==> src/rtl/chain_probe_pkg.sv <==
package chain_probe_pkg;

    localparam int ADDR_W = 5;
    localparam int REG_W  = 6;
    localparam int DATA_W = 8;
    localparam int WORD_W = 32;
    localparam int CRC_W  = 8;

    localparam logic [REG_W-1:0]  REG_CTRL_LO = 6'h0E;
    localparam logic [REG_W-1:0]  REG_RD_SEL  = 6'h1C;
    localparam logic [ADDR_W-1:0] DEV_MASTER  = 5'h00;

    // bit positions inside the low control byte
    localparam int CL_SWRST = 7;
    localparam int CL_ACQ   = 5;
    localparam int CL_MUST  = 4;
    localparam int CL_THERM = 3;
    localparam int CL_LOCK  = 2;
    localparam int CL_RDBK  = 0;

    typedef enum logic [2:0] {
        ST_IDLE,
        ST_WR_RST,
        ST_WR_RUN,
        ST_WR_SEL,
        ST_READ
    } seq_state_e;

    typedef enum logic [1:0] {
        PRB_OK      = 2'b00,
        PRB_BADWORD = 2'b01,
        PRB_TOOLONG = 2'b10
    } probe_err_e;

    typedef struct packed {
        logic              valid;
        logic [REG_W-1:0]  reg_a;
        logic [DATA_W-1:0] data;
    } tx_cmd_t;

    // remainder of (d[21:8] * x^8) mod (x^8+x^5+x^3+x^2+x+1), folded with d[7:0]
    function automatic logic [CRC_W-1:0] crc8_of(input logic [21:0] d);
        logic [21:0] r;
        r = {d[21:8], 8'h00};
        for (int i = 21; i >= 8; i--) begin
            if (r[i]) r[i -: 9] = r[i -: 9] ^ 9'h12F;
        end
        return r[7:0] ^ d[7:0];
    endfunction

    function automatic logic [ADDR_W-1:0] rev_addr(input logic [ADDR_W-1:0] a);
        logic [ADDR_W-1:0] o;
        for (int i = 0; i < ADDR_W; i++) o[i] = a[ADDR_W-1-i];
        return o;
    endfunction

endpackage

==> src/rtl/probe_cmd_mux.sv <==
module probe_cmd_mux
    import chain_probe_pkg::*;
#(
    parameter logic [1:0] ACQ_CODE = 2'd0,
    parameter bit         THERM_EN = 1'b0
) (
    input  logic       clk,
    input  logic       rst,
    input  seq_state_e state,
    output tx_cmd_t    cmd
);
    localparam logic [DATA_W-1:0] CTRL_RUN =
        (DATA_W'(1) << CL_MUST) | (DATA_W'(1) << CL_LOCK) | (DATA_W'(1) << CL_RDBK) |
        (DATA_W'(ACQ_CODE) << CL_ACQ) | (DATA_W'(THERM_EN) << CL_THERM);
    localparam logic [DATA_W-1:0] CTRL_RST = CTRL_RUN | (DATA_W'(1) << CL_SWRST);
    localparam logic [DATA_W-1:0] SEL_DATA = DATA_W'(REG_CTRL_LO) << 2;

    always_comb begin
        cmd = '0;
        unique case (state)
            ST_WR_RST: cmd = '{valid: 1'b1, reg_a: REG_CTRL_LO, data: CTRL_RST};
            ST_WR_RUN: cmd = '{valid: 1'b1, reg_a: REG_CTRL_LO, data: CTRL_RUN};
            ST_WR_SEL: cmd = '{valid: 1'b1, reg_a: REG_RD_SEL,  data: SEL_DATA};
            default:   cmd = '0;
        endcase
    end

    AST_CTRL_MANDATORY: assert property (@(posedge clk) disable iff (rst)
        (cmd.valid && cmd.reg_a == REG_CTRL_LO) |-> (cmd.data[CL_MUST] && cmd.data[CL_LOCK] && cmd.data[CL_RDBK]));

endmodule

==> src/rtl/probe_word_check.sv <==
module probe_word_check
    import chain_probe_pkg::*;
#(
    parameter int MAX_DEV = 8,
    localparam int CNT_W  = $clog2(MAX_DEV + 1)
) (
    input  logic              clk,
    input  logic              rst,
    input  logic [WORD_W-1:0] word,
    input  logic [CNT_W-1:0]  idx,
    output logic              is_zero,
    output logic              good
);
    logic [CRC_W-1:0]  crc_calc;
    logic [ADDR_W-1:0] addr_seen;
    logic              crc_ok;
    logic              addr_ok;

    always_comb begin
        is_zero   = (word == '0);
        crc_calc  = crc8_of(word[31:10]);
        crc_ok    = (crc_calc == word[9:2]);
        addr_seen = rev_addr(word[31:27]);
        addr_ok   = (addr_seen == ADDR_W'(idx));
        good      = crc_ok && addr_ok;
    end

    AST_IDX_RANGE: assert property (@(posedge clk) disable iff (rst)
        idx <= CNT_W'(MAX_DEV));

endmodule

==> src/rtl/chain_probe_seq.sv <==
module chain_probe_seq
    import chain_probe_pkg::*;
#(
    parameter int         MAX_DEV  = 8,
    parameter logic [1:0] ACQ_CODE = 2'd0,
    parameter bit         THERM_EN = 1'b0,
    localparam int        CNT_W    = $clog2(MAX_DEV + 1),
    localparam int        IDX_W    = $clog2(MAX_DEV)
) (
    input  logic              clk,
    input  logic              rst,
    input  logic              start,
    output logic              tx_valid,
    output logic [4:0]        tx_dev,
    output logic [5:0]        tx_reg,
    output logic [7:0]        tx_data,
    output logic              tx_bcast,
    input  logic              tx_ready,
    output logic              rx_req,
    input  logic              rx_valid,
    input  logic [31:0]       rx_word,
    output logic              done,
    output logic [1:0]        err,
    output logic [IDX_W-1:0]  top_idx
);
    seq_state_e       state;
    logic [CNT_W-1:0] cnt;
    tx_cmd_t          cmd;
    logic             w_zero;
    logic             w_good;
    logic             w_take;

    probe_cmd_mux #(.ACQ_CODE(ACQ_CODE), .THERM_EN(THERM_EN)) cmd_i (
        .clk(clk), .rst(rst), .state(state), .cmd(cmd)
    );

    probe_word_check #(.MAX_DEV(MAX_DEV)) chk_i (
        .clk(clk), .rst(rst), .word(rx_word), .idx(cnt),
        .is_zero(w_zero), .good(w_good)
    );

    assign tx_valid = cmd.valid;
    assign tx_reg   = cmd.reg_a;
    assign tx_data  = cmd.data;
    assign tx_dev   = DEV_MASTER;
    assign tx_bcast = 1'b1;
    assign rx_req   = (state == ST_READ);
    assign w_take   = rx_req && rx_valid;

    always_ff @(posedge clk) begin
        if (rst) begin
            state   <= ST_IDLE;
            cnt     <= '0;
            done    <= 1'b0;
            err     <= PRB_OK;
            top_idx <= '0;
        end else begin
            done <= 1'b0;
            if (start) begin
                state <= ST_WR_RST;
                cnt   <= '0;
            end else begin
                unique case (state)
                    ST_WR_RST: if (tx_ready) state <= ST_WR_RUN;
                    ST_WR_RUN: if (tx_ready) state <= ST_WR_SEL;
                    ST_WR_SEL: if (tx_ready) state <= ST_READ;
                    ST_READ: begin
                        if (w_take) begin
                            if (w_zero) begin
                                done    <= 1'b1;
                                state   <= ST_IDLE;
                                if (cnt == '0) begin
                                    err     <= PRB_BADWORD;
                                    top_idx <= '0;
                                end else begin
                                    err     <= PRB_OK;
                                    top_idx <= IDX_W'(cnt - 1'b1);
                                end
                            end else if (!w_good) begin
                                done    <= 1'b1;
                                state   <= ST_IDLE;
                                err     <= PRB_BADWORD;
                                top_idx <= '0;
                            end else if (cnt == CNT_W'(MAX_DEV)) begin
                                done    <= 1'b1;
                                state   <= ST_IDLE;
                                err     <= PRB_TOOLONG;
                                top_idx <= '0;
                            end else begin
                                cnt <= cnt + 1'b1;
                            end
                        end
                    end
                    default: state <= ST_IDLE;
                endcase
            end
        end
    end

    AST_CMD_HOLD: assert property (@(posedge clk) disable iff (rst)
        (tx_valid && !tx_ready && !start) |=> (tx_valid && $stable(tx_reg) && $stable(tx_data)));

    AST_NO_OVERLAP: assert property (@(posedge clk) disable iff (rst)
        !(tx_valid && rx_req));

    AST_DONE_PULSE: assert property (@(posedge clk) disable iff (rst)
        done |=> !done);

    AST_RESULT_HOLD: assert property (@(posedge clk) disable iff (rst)
        !done |-> ($stable(err) && $stable(top_idx)));

    AST_ZERO_ENDS: assert property (@(posedge clk) disable iff (rst)
        (w_take && !start && rx_word == '0) |=> done);

    AST_BAD_WORD: assert property (@(posedge clk) disable iff (rst)
        (w_take && !start && rx_word != '0 && !w_good) |=> (done && err == 2'b01));

    AST_START_QUIET: assert property (@(posedge clk) disable iff (rst)
        start |=> !done);

endmodule

==> config.mk <==
export PLATFORM = sky130hd
export DESIGN_NAME = chain_probe_seq
export DESIGN_NICKNAME = d
export VERILOG_FILES = /design/src/rtl/chain_probe_pkg.sv /design/src/rtl/probe_cmd_mux.sv /design/src/rtl/probe_word_check.sv /design/src/rtl/chain_probe_seq.sv
export SDC_FILE = /design/constraint.sdc
export NUM_CORES = 1
export LEC_CHECK = 0
export BUFFER_PORTS_ARGS = -buffer_cell sky130_fd_sc_hd__buf_2
export CAP_MARGIN = 0
export CORE_AREA = 2 2 96 70
export DETAILED_ROUTE_END_ITERATION = 16
export DIE_AREA = 0 0 98 72
export PLACE_DENSITY = 0.52
export SYNTH_ARGS = -nofsm -noshare
export SYNTH_HDL_FRONTEND = slang
export SYNTH_SLANG_ARGS = --single-unit
==> constraint.sdc <==
create_clock -name clk -period 6.8 [get_ports clk]
set_clock_uncertainty 0.15 [all_clocks]
set_input_delay 1.02 -clock clk [delete_from_list [all_inputs] [get_ports clk]]
set_output_delay 1.02 -clock clk [all_outputs]
set_load 0.02 [all_outputs]
==> results.cfg <==
[status]
outcome = finished, final reports clean

[setup_path]
crit_arrival_ns = 3.47
path_cells = buf_2 -> xnor2_1 -> xor2_2 -> xnor3_1 -> nor4_2 -> o211ai_1 -> a211oi_1 -> nand4_1 -> mux2i_1
max_stage_delay_ns = 0.56
path_delay_family = XOR/XNOR gates
crit_slowest_cell = a211oi_1
r2r_cells = 8
cp_data_required_time_ns = 6.78
path_depth = 9
start_kind = input port
worst-path-max-fanout = 5
crit_type = input port to flip-flop
critPathBufInv = 1
endpoint_kind = flip-flop

[placed_design]
dp_slack_ns = 3.05
hpwl_mm = 2.98
gp_congestion = 0.820
io_buffers = 54

[finish]
final_common_cell = buf_2
n_antenna_cell = 0
area_delta_synth_final_pct = 20.4
final_cell_mix = buf_2 (54), xnor2_1 (26), xor2_1 (17)
num-nets-final = 267
drive_above_1_share = 0.270

[cts]
cts_resized = 0
cts.sinks = 13
clk_pin_slew_ns = 0.06
postCtsHoldBufs = 0
clk_latency_ns = 0.24
post_cts_buffers = 0
htree_num_levels = 1
cts_tree = done
numCtsBuffers = 3
cts_buffer_depth = 2
cts_root_buffer = clkbuf_8

[job]
drv_cap = 0

[route]
wl_mm = 3.47
viasPerCell = 4.25
drt-met1-wl_mm = 1.81
drc_errors = 0
wl_per_cell_um = 11.4
vias = 1293
wl_met3_um = 99
dr_wl_met2_mm = 1.54
ant_nets = 0
highest_layer = met4
first_iter_violations = 39
first_pass_iters = 4

[logic_synthesis]
synthArstFlopShare = 0
synth_edf_count = 0
synth_top_area_share = 0.173
ys_top_cells_by_area = dfxtp_1 (17%), xnor2_1 (15%), xnor3_1 (10%)
synth_cells = 179
synth_area_per_cell_um2 = 8.42
yosys_warnings = 0
synth_area_mm2 = 0.00151
ys.flop_type = dfxtp_1
synth_top_area_cell = dfxtp_1
seq_area_frac_synth = 0.173
synth_cell_types = 33
ys_ff_latch = 13

[floorplan]
fp.dieH_um = 72
ios = 65
die_x_um = 98
core_area_mm2 = 0.00610
fp-row-count = 24
initial_utilization = 0.247
die_area_mm2 = 0.00706

[timing]
slew_violations = 0
fmax_mhz = 287
min_period_ns = 3.49
fin_setup_tns_ns = 0
final.setup.worst_slack_ns = 3.31
rsz0062_at_grt = false
timing.final.crit_share = 0.513
worst_slew_pin_slew_ns = 0.642
timing.slew.headroom = 0.570
setup_viol = 0
hold_viol_final = 0

[power_and_ir_drop]
p_leak_nw = 0.798
power_uw = 289
ir_worst_vdd_v = 0.0000614
powerDensity_mw_per_mm2 = 159

[global_route]
grtUsageTotal = 0.0944
grt_pass1_wl_mm = 5.48
antenna_found_initial = 0
grt_overflow_total = 0
grt_max_degree = 14
grt_pass1_vias = 1173

[hold_path]
min_path_cells = 2
min_path_type = flip-flop to flip-flop
-- per-layer routing --
layer	GRT usage	up-vias
met2	0.147	17
met1	0.137	593
met4	0.0139	0
li1	-	681
met5	0	-
met3	0.0222	2
-- cell usage after synthesis, types with 3 or more instances --
| library cell | instances |
|---|---|
| xnor2_1 | 26 |
| buf_4 | 17 |
| xor2_1 | 17 |
| nor2_1 | 14 |
| dfxtp_1 | 13 |
| nand2_1 | 10 |
| nor3_1 | 9 |
| nor4_1 | 9 |
| o21ai_0 | 7 |
| xnor3_1 | 7 |
| nand2b_1 | 5 |
| nand3_1 | 5 |
| inv_1 | 4 |
| mux2i_1 | 4 |
| nand4_1 | 4 |
| a21oi_1 | 3 |
| ha_1 | 3 |
-- flip-flops by register name, indices dropped and copies added (netlist names) --
register and flops:
top_idx 3, state 3, err 2, done 1, cnt 4
-- path summary, 6_finish.rpt --
check                           from                       to  slack [ns]
min reg2reg  top_idx[0]$_SDFFE_PP0P_  top_idx[0]$_SDFFE_PP0P_        0.32
max                      rx_word[27]      cnt[2]$_SDFFE_PP0P_        3.31
max reg2reg      cnt[2]$_SDFFE_PP0P_      cnt[2]$_SDFFE_PP0P_        4.45
min          top_idx[0]$_SDFFE_PP0P_  top_idx[0]$_SDFFE_PP0P_        0.32
-- power by group --
part	total (mW)	internal (mW)	switching, mW
clock	0.0696	0.0414	0.0282
sequential	0.0779	0.0768	0.00108
combinational	0.142	0.0662	0.0755
total	0.289	0.184	0.105
-- through the flow --
step | util | hold slack, ns | cells | cell area [um2]
floorplan | - | 0.323 | 187 | 1540
global placement | 0.290 | 0.311 | 300 | 1770
detailed placement | 0.290 | 0.323 | 300 | 1770
CTS | 0.298 | 0.330 | 304 | 1810
global route | 0.298 | 0.354 | 304 | 1810
finish | 0.298 | 0.321 | 304 | 1810
-- cell type report --
type	instances	area (um2)
clock buffer	4	45.0
fill	655	4280
inverter	4	15.0
multi-input combinational	151	1130
sequential	13	260
tap	78	97.6
timing repair buffer	54	270
-- cells by family (layout without fill, tap and decap cells) --
group	count (synthesis)	in the layout	synth area share
mux	4	4	0.0266
other cells	2	10	0.00499
buf+inv	23	62	0.0997
compound gates	17	17	0.0689
fa+ha+maj	3	3	0.0249
flops	13	13	0.173
simple gates	65	65	0.226
xor+xnor	52	52	0.376
-- worst register-to-register path, delay by kind of cell (launching register included) --
family / cells / cell delay, ns
AOI/OAI and AO/OA: 2 / 0.75
and+or+nand+nor: 4 / 0.63
DFF: 1 / 0.37
xor gates and xnor gates: 1 / 0.18
muxes: 1 / 0.15
(Power assumes the default switching activity.)
